**src/rtl/lcd_rst_pkg.sv**
```systemverilog
package lcd_rst_pkg;

   typedef enum logic [1:0] {
      ST_HOLD    = 2'd0,
      ST_SETTLE  = 2'd1,
      ST_READY   = 2'd2
   } seq_state_e;

   // Whole cycles covering a duration, never shorter than asked
   function automatic int unsigned ns_to_cycles(input int unsigned dur_ns,
                                                input int unsigned clk_ns);
      return (dur_ns + clk_ns - 1) / clk_ns;
   endfunction

endpackage

```
**src/rtl/lcd_rst_timer.sv**
```systemverilog
module lcd_rst_timer #(
   parameter int unsigned W       = 8,
   parameter int unsigned INIT_VAL = 0
) (
   input  logic         clk,
   input  logic         rst_n,
   input  logic         load,
   input  logic [W-1:0] load_val,
   output logic         done
);

   logic [W-1:0] cnt_q;

   always_ff @(posedge clk or negedge rst_n) begin
      if (!rst_n)
         cnt_q <= W'(INIT_VAL);
      else if (load)
         cnt_q <= load_val;
      else if (cnt_q != '0)
         cnt_q <= cnt_q - 1'b1;
   end

   assign done = (cnt_q == '0);

endmodule

```
**src/rtl/lcd_rst_frame_win.sv**
```systemverilog
module lcd_rst_frame_win #(
   parameter int unsigned FRAME_CYC = 4,
   parameter int unsigned HOLD_CYC  = 2
) (
   input  logic clk,
   input  logic rst_n,
   input  logic restart,
   output logic win_done
);

   localparam int unsigned FW = $clog2(FRAME_CYC) + 1;

   generate
      if (FRAME_CYC > HOLD_CYC) begin : g_timer
         lcd_rst_timer #(
            .W        (FW),
            .INIT_VAL (FRAME_CYC - 1)
         ) u_frame_tmr (
            .clk      (clk),
            .rst_n    (rst_n),
            .load     (restart),
            .load_val (FW'(FRAME_CYC - 1)),
            .done     (win_done)
         );
      end else begin : g_covered
         // The hold phase already spans the whole frame window
         logic unused_sig;
         assign unused_sig = &{1'b0, clk, rst_n, restart};
         assign win_done   = 1'b1;
      end
   endgenerate

endmodule

```
**src/rtl/lcd_rst_seq.sv**
```systemverilog
module lcd_rst_seq #(
   parameter int unsigned CLK_NS   = 20,
   parameter int unsigned HOLD_NS  = 1_000_000,
   parameter int unsigned FRAME_NS = 16_667_000,
   parameter int unsigned STAB_NS  = 3_000_000
) (
   input  logic clk,
   input  logic rst_n,
   input  logic rerun_req,
   output logic lcd_res_n,
   output logic panel_pwr_en,
   output logic cmd_ready
);
   import lcd_rst_pkg::*;

   localparam int unsigned RST_CYC   = ns_to_cycles(HOLD_NS, CLK_NS);
   localparam int unsigned FRAME_CYC = ns_to_cycles(FRAME_NS, CLK_NS);
   localparam int unsigned STAB_CYC  = ns_to_cycles(STAB_NS, CLK_NS);
   localparam int unsigned MAX_CYC   = (RST_CYC > STAB_CYC) ? RST_CYC : STAB_CYC;
   localparam int unsigned TW        = $clog2(MAX_CYC) + 1;
   localparam logic [TW-1:0] HOLD_M1 = TW'(RST_CYC - 1);
   localparam logic [TW-1:0] STAB_M1 = TW'(STAB_CYC - 1);

   if (CLK_NS == 0) begin : g_bad_clk
      $error("lcd_rst_seq: CLK_NS must be non-zero");
   end
   if (HOLD_NS == 0 || FRAME_NS == 0 || STAB_NS == 0) begin : g_bad_dur
      $error("lcd_rst_seq: every duration must be non-zero");
   end

   seq_state_e    state_q, state_d;
   logic          res_q, res_d;
   logic          pwr_q, pwr_d;
   logic          rdy_q, rdy_d;
   logic          tmr_load;
   logic [TW-1:0] tmr_val;
   logic          tmr_done;
   logic          win_done;

   // One counter serves the hold phase, then the settle phase
   lcd_rst_timer #(
      .W        (TW),
      .INIT_VAL (RST_CYC - 1)
   ) u_phase_tmr (
      .clk      (clk),
      .rst_n    (rst_n),
      .load     (tmr_load),
      .load_val (tmr_val),
      .done     (tmr_done)
   );

   lcd_rst_frame_win #(
      .FRAME_CYC (FRAME_CYC),
      .HOLD_CYC  (RST_CYC)
   ) u_frame_win (
      .clk      (clk),
      .rst_n    (rst_n),
      .restart  (rerun_req),
      .win_done (win_done)
   );

   always_comb begin
      state_d  = state_q;
      tmr_load = 1'b0;
      tmr_val  = HOLD_M1;
      res_d    = res_q;
      rdy_d    = rdy_q;
      if (rerun_req) begin
         state_d  = ST_HOLD;
         tmr_load = 1'b1;
         res_d    = 1'b0;
         rdy_d    = 1'b0;
      end else begin
         unique case (state_q)
            ST_HOLD: if (tmr_done) begin
               state_d  = ST_SETTLE;
               tmr_load = 1'b1;
               tmr_val  = STAB_M1;
               res_d    = 1'b1;
            end
            ST_SETTLE: if (tmr_done) begin
               state_d = ST_READY;
               rdy_d   = 1'b1;
            end
            default: ;
         endcase
      end
      pwr_d = !rerun_req && win_done && ((state_q != ST_HOLD) || tmr_done);
   end

   always_ff @(posedge clk or negedge rst_n) begin
      if (!rst_n) begin
         state_q <= ST_HOLD;
         res_q   <= 1'b0;
         pwr_q   <= 1'b0;
         rdy_q   <= 1'b0;
      end else begin
         state_q <= state_d;
         res_q   <= res_d;
         pwr_q   <= pwr_d;
         rdy_q   <= rdy_d;
      end
   end

   // A restart request takes effect in the cycle it is raised
   assign lcd_res_n    = res_q & ~rerun_req;
   assign panel_pwr_en = pwr_q & ~rerun_req;
   assign cmd_ready    = rdy_q & ~rerun_req;

endmodule

```
**config.mk**
```make
export PLATFORM = sky130hd
export DESIGN_NAME = lcd_rst_seq
export DESIGN_NICKNAME = d
export VERILOG_FILES = /design/src/rtl/lcd_rst_pkg.sv /design/src/rtl/lcd_rst_timer.sv /design/src/rtl/lcd_rst_frame_win.sv /design/src/rtl/lcd_rst_seq.sv
export SDC_FILE = /design/constraint.sdc
export NUM_CORES = 1
export LEC_CHECK = 0
export ABC_CLOCK_PERIOD_IN_PS = 4000
export BUFFER_PORTS_ARGS = -buffer_cell sky130_fd_sc_hd__buf_2
export CORE_MARGIN = 1
export CORE_UTILIZATION = 62
export CTS_BUF_LIST = sky130_fd_sc_hd__clkbuf_4 sky130_fd_sc_hd__clkbuf_8 sky130_fd_sc_hd__clkbuf_16
export DETAILED_ROUTE_END_ITERATION = 10
export PLACE_DENSITY = 0.79
export SETUP_SLACK_MARGIN = 0.2
export SLEW_MARGIN = 15
export SYNTH_ARGS = -nofsm -noshare
export SYNTH_HDL_FRONTEND = slang
export SYNTH_SLANG_ARGS = --single-unit
```
**constraint.sdc**
```tcl
create_clock -name clk -period 4 [get_ports clk]
set_clock_uncertainty 0.2 [all_clocks]
set_input_delay 0.6 -clock clk [delete_from_list [all_inputs] [get_ports clk]]
set_output_delay 0.6 -clock clk [all_outputs]
set_load 0.01 [all_outputs]
```
# Word level (Yosys, flattened, before mapping)
# Cells that the tools add are included.
[totals]
ff_bits = 45
[classes]
add_sub_neg = 2
eq_ne = 3
mux = 19
bitwise = 4
n_reduce_logical = 19
[ops]
columns = ["operator", "count"]
rows = [
  ["two-way mux 19 bit", 3],
  ["two-way mux 21 bit", 2],
  ["two-way mux 18 bit", 2],
  ["logical NOT 21 bit", 1],
  ["nonzero test 21 bit", 1],
  ["subtractor 21 x 1 -> 21 bit, second input constant", 1],
  ["logical NOT 19 bit", 1],
  ["nonzero test 19 bit", 1],
  ["subtractor 19 x 1 -> 19 bit, second input constant", 1],
  ["nonzero test 2 bit", 6],
  ["two-way mux 1 bit", 8],
  ["two-way mux 2 bit", 3],
  ["!= test 3 bit, second input constant", 2],
  ["one-hot mux 2 bit (2 select lines)", 1],
  ["AND reduction 2 bit", 2],
  ["bitwise AND 1 bit", 3],
  ["AND reduction 3 bit", 1],
  ["nonzero test 3 bit", 1],
  ["== test 2 x 1 -> 1 bit, second input constant", 1],
  ["logical AND 1 bit", 2],
  ["logical NOT 2 bit", 1],
  ["logical NOT 1 bit", 1],
  ["logical OR 1 bit", 1],
  ["inverter 1 bit", 1],
]

# Depth between registers and ports, before layout
# Gate-level depths: netlist of run 1.
[depth]
depth_word = 5
ltp_mapped = 9
depth_no_buf = 7

# Cells and area by module
# Synthesis of run 1 repeated with hierarchy kept, for this count alone.
[hier_totals]
hier_cells = 281
area_unflattened_um2 = 2686.3
[by_module_without_submodules]
columns = ["module", "instances", "cells_each", "area_per_inst_um2", "seq_area_each_um2"]
rows = [
  ["lcd_rst_timer at u_frame_win.g_timer.u_frame_tmr", 1, 129, 1311.3, 539.3],
  ["lcd_rst_timer at u_phase_tmr", 1, 127, 1128.6, 486.7],
  ["lcd_rst_seq", 1, 23, 239.0, 125.1],
  ["lcd_rst_frame_win", 1, 2, 7.5, 0.0],
]

# Worst setup path before layout of run 1
# Ideal clock, no wire load.
[synth_timing]
path_kind = "register -> register"
from = "register u_phase_tmr.cnt_q[0]"
to = "register u_phase_tmr.cnt_q[1]"
setup_time_ns = 0.077
arrival_ns = 2.226
required_time_ns = 3.723
slack_ns = 1.497
path_stages_with_launch = 10
n_path_buf = 2
synth_period_minus_slack_ns = 2.503
path_cell_list = "dfstp_2 inv_1 ha_1 or4b_4 or2_1 buf_6 or2_1 buf_6 or3_1 a21o_1"
[synth_between]
elab_chain_cells = 5
word_cells_on_any_way = 9
classes_between = "add/sub: 1; mux: 5; reduce/logical: 3"
[synth_lines]
columns = ["item", "line_no", "rtl"]
rows = [
  ["start, declared", "lcd_rst_timer.sv:12", "logic [W-1:0] cnt_q;"],
  ["start signal, assigned", "lcd_rst_timer.sv:16", "cnt_q <= W'(INIT_VAL);"],
  ["start signal, assigned", "lcd_rst_timer.sv:18", "cnt_q <= load_val;"],
  ["start signal, assigned", "lcd_rst_timer.sv:20", "cnt_q <= cnt_q - 1'b1;"],
  ["parallel branches: the longest is 5 deep, another holds subtractor 19 x 1 -> 19 bit", "-", ""],
]
# Parallel ways; which one is timed is not known. The select of a mux whose other input is x is not followed.
# A chain may end at the register's enable or synchronous reset.

# Worst setup path after layout of run 1
[layout_timing]
from = "register u_phase_tmr.cnt_q[0]"
to = "register u_phase_tmr.cnt_q[8]"
# The elaborated chain is that of the path after synthesis.

==> summary.txt, run 1 <==
Status
  • Outcome: finished, final reports clean

Power and ir drop
  • Clock share of power: 44.1%
  • Comb pwr share: 4.8%
  • Switching share of power: 21.7%
  • Maximum VDD drop: 0.284 mV
  • Pint: 0.728 mW
  • Power per cell area: 352 nW/um2
  • Pleak: 0.990 nW
  • Power Total: 0.929 mW
  • Sequential power share: 51.2%
  • Switch Pwr: 0.202 mW

Setup path
  • Crit. End Element: register
  • Worst Setup Start Kind: register
  • Crit Path Max Fanout: 15
  • R2R depth: 7
  • CP arrival: 3.10 ns
  • Worst setup path class: reg2reg
  • Worst Path Required: 4.03 ns
  • Reg2reg setup slack: 0.93 ns

Floorplan
  • Std-Cell Rows: 22
  • Die Area: 4250 um2
  • Starting Density: 66.1%
  • Die X: 65.2 um
  • Ports: 6
  • Die height: 65.2 um
  • Core area: 3740 um2

Cells and area
  • Synth-to-Final Area Change: 6.78%
  • Post-Layout Cell Count: 316
  • # nets final: 274
  • Antenna diodes: 0
  • Share of layout cells above drive strength 1: 15.3%

Synthesis
  • #FFs+latches synth: 45
  • Most common cell in the netlist: nor2_1
  • Commonest cells post-synth: nor2_1, dfrtp_1, dfstp_2, nor3_1, nand2_1
  • Cells after Synth: 264
  • FFs w/ async S/R, synth: 100%
  • Synth Flop Type: dfrtp_1
  • Syn. warnings: 0
  • Mapped Area: 2470 um2
  • Combinational family with the most area after synthesis: simple AND/OR/NAND/NOR gates
  • Post-Synth Adder-Cell Area: 2.02%
  • Synth top area share: 25.3%
  • Ranking of synthesized cells by area: dfrtp_1, dfstp_2, nor2_1
  • Average size of a mapped cell: 9.37 um2
  • Post-synth EDFFs: 0
  • Sequential area share after synthesis: 46.5%
  • Post-Syn Nets: 271
  • Post-synthesis xor/xnor area fraction: 6.02%
  • Multiplexer area fraction after synthesis: 1.67%
  • Synth unique cells: 46
  • Simple-gate share of the synthesized area: 27.9%
  • Cell taking the most area after synthesis: dfrtp_1
  • Complex-gate fraction of the synthesized area: 12.5%

CTS
  • CTS tree: yes
  • CTS H-tree depth: 2
  • Setup Fix Bufs, Post-CTS: 0
  • Clk root buf: clkbuf_8
  • Clock insertion delay at the later pin of the skew report: 0.31 ns
  • CTS resizes: 0
  • Clk buf depth: 2
  • Hold_buf cts: 0
  • Clock transition at path regs: 0.09 ns
  • Num CTS Buffers: 5
  • Clock sink count: 45

Placed design
  • Placer congestion estimate: 0.870
  • IO buf count: 5
  • Placed cells: 308
  • Post-DP HPWL: 3440 um
  • Pre-CTS WS: 1.03 ns

Routing
  • WL/cell: 16.8 um
  • WL met1: 2590 um
  • Antenna Nets Post-Route: 0
  • Drt pass-1 iters: 5
  • DRC violations left: 0
  • Final WL: 5310 um
  • Met2 wire len: 2330 um
  • Initial DRC count: 155
  • Vias: 2020
  • Max layer used: met4
  • Avg Vias per Cell: 6.39
  • Met3 WL: 326 um

Timing
  • Final hold vios: 0
  • Slew HR: 34.5%
  • Final period util: 76.7%
  • Minimum hold slack: 0.235 ns
  • Final Setup Violations: 0
  • Worst slew pin tran: 0.976 ns
  • Min Tclk post-route: 3.07 ns
  • Final WS setup: 0.933 ns
  • RSZ-0062 raised after global routing: no
  • Max-slew violations: 0
  • Max Freq: 326 MHz
  • TNS Setup: 0 ns

Global route
  • Initial antenna violation count: 0
  • Number of global-route vias before repair: 1884
  • First-pass GRT wire length: 8960 um
  • Tot GR Track Use: 28.1%
  • Largest net degree at the start of global routing: 46
  • Gr ovfl total: 0

Flow run
  • Max-cap violations: 0

Min path
  • Min-delay worst type: in2async
cells in the final DEF (no fill, tap or decap), types with 8 or more instances in the layout:
cell and count:
or3_1 12, a211oi_1 8, inv_1 8, o21ai_0 16, nor2_1 30, nor3_1 19
nand2_1 18, nor4_1 13, xnor2_1 11, a21oi_1 9, dfstp_2 20, dfrtp_1 25
cells by family after synthesis:
logic type / count (synthesis)
mux: 4
compound gates: 48
buf+inv: 17
flops: 45
xor+xnor: 17
fa+ha+maj: 4
simple gates: 129
per-stage QoR:
stage / utilization [%] / area [um2]
after floorplan: - / 2470
after CTS: 70.6 / 2640
final: 70.6 / 2640
after global routing: 70.6 / 2640
after detailed placement: 67.0 / 2510
after global placement: 67.0 / 2510
critical path, stage by stage, from the launching register on:
cell      delay [ns]
dfstp_2         0.39
inv_1           0.11
ha_1            0.15
or4b_4          0.46
or2_1           0.33
nor2_1          0.78
nor3_1          0.15
a2111o_1        0.42
power groups by stage:
| stage | Sequential (mW) | Clock, mW | Combinational (mW) |
|---|---|---|---|
| after floorplan | 0.481 | 0 | 0.0281 |
| after global placement | 0.483 | 0 | 0.0437 |
| after detailed placement | 0.483 | 0 | 0.0444 |
| after CTS | 0.475 | 0.413 | 0.0447 |
| after global routing | 0.476 | 0.431 | 0.0518 |
| final | 0.475 | 0.409 | 0.0444 |
sequential cells by signal, summed over array words and instances (netlist names):
name and flops:
u_frame_win.g_timer.u_frame_tmr.cnt_q 21, pwr_q 1, u_phase_tmr.cnt_q 19, state_q 2, rdy_q 1, res_q 1
per-layer routing:
layer	global-route usage, %	up-vias
met5	0	-
li1	-	968
met4	7.88	0
met3	7.12	8
met1	40.6	984
met2	41.8	60
area by class of cell:
class,instances,area (um2)
Clock inverter,3,65.1
Fill cell,306,1100
Clock buffer,5,68.8
Inverter,8,30.0
Multi-Input combinational cell,202,1240
Sequential cell,45,1150
Tap cell,48,60.1
Timing Repair Buffer,5,25.0
final timing paths:
kind	start	endpoint
min in group clk	res_q$_DFFE_PN0P_	res_q$_DFFE_PN0P_
max	u_phase_tmr.cnt_q[0]$_DFFE_PN1P_	u_phase_tmr.cnt_q[8]$_DFFE_PN1P_
max in group asynchronous	rst_n	u_frame_win.g_timer.u_frame_tmr.cnt_q[7]$_DFFE_PN0P_
min reg2reg	res_q$_DFFE_PN0P_	res_q$_DFFE_PN0P_
min	rst_n	u_phase_tmr.cnt_q[5]$_DFFE_PN0P_
max reg2reg	u_phase_tmr.cnt_q[0]$_DFFE_PN1P_	u_phase_tmr.cnt_q[8]$_DFFE_PN1P_
Note: power is estimated with default switching activity, not from simulation.
==> run 2, diff against run 1 <==
--- a/config.mk
+++ b/config.mk
@@ -5,7 +5,7 @@
 export SDC_FILE = /design/constraint.sdc
 export NUM_CORES = 1
 export LEC_CHECK = 0
-export ABC_CLOCK_PERIOD_IN_PS = 4000
+export ABC_CLOCK_PERIOD_IN_PS = 3000
 export BUFFER_PORTS_ARGS = -buffer_cell sky130_fd_sc_hd__buf_2
 export CORE_MARGIN = 1
 export CORE_UTILIZATION = 62
==> constraint.sdc (replaced) <==
create_clock -name clk -period 3 [get_ports clk]
set_clock_uncertainty 0.2 [all_clocks]
set_input_delay 0.45 -clock clk [delete_from_list [all_inputs] [get_ports clk]]
set_output_delay 0.45 -clock clk [all_outputs]
set_load 0.01 [all_outputs]
==> run 2 against run 1 <==
  * Core utilization grew 0.74 points
  * Clock-buffer cell count grew 2
  * Wire length grew 1.3%
  * Clock power grew 3%
  * Largest power group unchanged
  * Non-clock buffer count grew 8
  * Hold slack lost 0.14 ns
  * Combinational power grew 39%
  * Sequential share of layout area shrank 0.45 points
  * Sequential cell count is the same
  * Setup slack lost 0.55 ns
  * Critical path depth grew 1
==> summary.txt, run 2 (synthesized netlist as in run 1, its figures left out) <==
Setup path
  • Worst Setup Start Kind: register
  • Reg2reg setup slack: 0.38 ns
  • Reg-to-reg startpoint: u_phase_tmr.cnt_q[0]$_DFFE_PN1P_
  • RR Endpoint: u_phase_tmr.cnt_q[13]$_DFFE_PN0P_
  • Worst Path Required: 2.99 ns
  • CP arrival: 2.61 ns
  • Crit Path Max Fanout: 10
  • Worst setup path class: reg2reg
  • Crit. End Element: register
  • R2R depth: 8

Routing
  • Vias: 2047
  • WL/cell: 16.6 um
  • Avg Vias per Cell: 6.32
  • Antenna Nets Post-Route: 0
  • Drt pass-1 iters: 5
  • Initial DRC count: 184
  • DRC violations left: 0
  • Final WL: 5380 um

CTS
  • Clock sink count: 45
  • Hold_buf cts: 0
  • Clock insertion delay at the later pin of the skew report: 0.30 ns
  • CTS resizes: 0
  • Clk root buf: clkbuf_8
  • Clk buf depth: 2
  • Num CTS Buffers: 5
  • Clock transition at path regs: 0.09 ns
  • CTS H-tree depth: 2
  • CTS tree: yes
  • Setup Fix Bufs, Post-CTS: 0

Timing
  • Min Tclk post-route: 2.62 ns
  • Max-slew violations: 0
  • Max Freq: 382 MHz
  • Final hold vios: 0
  • Slew HR: 34.9%
  • RSZ-0062 raised after global routing: no
  • Final Setup Violations: 0
  • Worst slew pin tran: 0.977 ns
  • Final period util: 87.3%
  • TNS Setup: 0 ns

Global route
  • First-pass GRT wire length: 8950 um
  • Number of global-route vias before repair: 1858
  • Initial antenna violation count: 0
  • Gr ovfl total: 0
  • Largest net degree at the start of global routing: 46
  • Tot GR Track Use: 27.7%

Power and ir drop
  • Clock share of power: 37.7%
  • Switching share of power: 23.9%
  • Switch Pwr: 0.267 mW
  • Pint: 0.849 mW
  • Sequential power share: 56.8%
  • Comb pwr share: 5.5%
  • Power per cell area: 418 nW/um2
  • Maximum VDD drop: 0.332 mV
  • Pleak: 1.02 nW

Cells and area
  • Largest register by flop count: u_frame_win.g_timer.u_frame_tmr.cnt_q
  • Antenna diodes: 0
  • Post-Layout Cell Count: 324
  • Share of layout cells above drive strength 1: 17.8%
  • # nets final: 282
  • Commonest non-fill, non-tap cells in the layout: nor2_1, dfrtp_1, dfstp_2
  • Number of flip-flops in the largest register: 21
  • FILL cells: 307
  • Biggest regs: u_frame_win.g_timer.u_frame_tmr.cnt_q x21, u_phase_tmr.cnt_q x19, state_q x2
  • Synth-to-Final Area Change: 7.89%
  • Most common cell after layout, fill and taps aside: nor2_1

Floorplan
  • Ports: 6
  • Std-Cell Rows: 22
  • Die height: 65.2 um
  • Starting Density: 66.1%
  • Die X: 65.2 um
  • Core area: 3740 um2
  • Die Area: 4250 um2

Min path
  • Min-delay worst type: in2async

Placed design
  • Placed cells: 316
  • Placer congestion estimate: 0.887
  • Post-DP HPWL: 3640 um
  • IO buf count: 5

Status
  • Outcome: finished, final reports clean

Flow run
  • Max-cap violations: 0
-- run 2: worst max path at each step --
stage	start	endpoint	slack, ns	cells past startpoint
floorplan	u_phase_tmr.cnt_q[0]$_DFFE_PN1P_	u_phase_tmr.cnt_q[1]$_DFFE_PN1P_	0.50	9
global placement	u_phase_tmr.cnt_q[0]$_DFFE_PN1P_	u_phase_tmr.cnt_q[1]$_DFFE_PN1P_	0.50	7
detailed placement	u_phase_tmr.cnt_q[0]$_DFFE_PN1P_	u_phase_tmr.cnt_q[1]$_DFFE_PN1P_	0.43	7
CTS	u_phase_tmr.cnt_q[0]$_DFFE_PN1P_	u_phase_tmr.cnt_q[1]$_DFFE_PN1P_	0.41	7
global route	u_phase_tmr.cnt_q[0]$_DFFE_PN1P_	u_phase_tmr.cnt_q[12]$_DFFE_PN0P_	0.21	8
finish	u_phase_tmr.cnt_q[0]$_DFFE_PN1P_	u_phase_tmr.cnt_q[13]$_DFFE_PN0P_	0.38	8
-- run 2: worst max-delay path, cell delays in order (launching register included) --
cell and delay (ns):
dfstp_2 0.39, inv_1 0.11, ha_1 0.17, or4b_4 0.47
or2_1 0.33, nor2_1 0.30, buf_4 0.24, a21o_1 0.22
nor2_1 0.08
-- run 2: layer usage --
| layer | vias to the layer above | track usage (%) | share of wire, % | wire length [um] |
|---|---|---|---|---|
| li1 | 985 | - | - | - |
| met5 | - | 0 | 0 | 0 |
| met3 | 6 | 3.82 | 6.2 | 335 |
| met2 | 80 | 38.9 | 43 | 2320 |
| met1 | 976 | 43.3 | 50 | 2690 |
| met4 | 0 | 10.1 | 0.59 | 32 |
-- run 2: per-stage QoR --
stage	utilization (%)	instance area, um2	setup slack [ns]	hold WS (ns)	total power, mW
6_report	71.3	2670	0.381	0.0980	1.12
5_1_grt	71.3	2670	0.213	0.199	1.14
4_1_cts	71.3	2670	0.411	0.140	1.11
3_5_place_dp	68.6	2570	0.428	0.305	0.706
3_3_place_gp	68.6	2570	0.498	0.289	0.703
2_1_floorplan	-	2470	0.497	-0.0456	0.679
-- run 2: power by group through the flow --
stage | logic, mW | registers [mW] | clock network [mW]
global placement | 0.0595 | 0.644 | 0
floorplan | 0.0374 | 0.641 | 0
detailed placement | 0.0620 | 0.644 | 0
global route | 0.0702 | 0.636 | 0.438
finish | 0.0616 | 0.634 | 0.420
CTS | 0.0623 | 0.634 | 0.419
-- run 2: cell type report --
| type | count | area (um2) | share of cell area, % |
|---|---|---|---|
| Clock inverter | 1 | 5.00 | 0.188 |
| Inverter | 8 | 30.0 | 1.13 |
| Sequential cell | 45 | 1150 | 43.1 |
| Multi-Input combinational cell | 202 | 1240 | 46.5 |
| Clock buffer | 7 | 96.3 | 3.61 |
| Tap cell | 48 | 60.1 | 2.25 |
| Timing Repair Buffer | 13 | 85.1 | 3.19 |
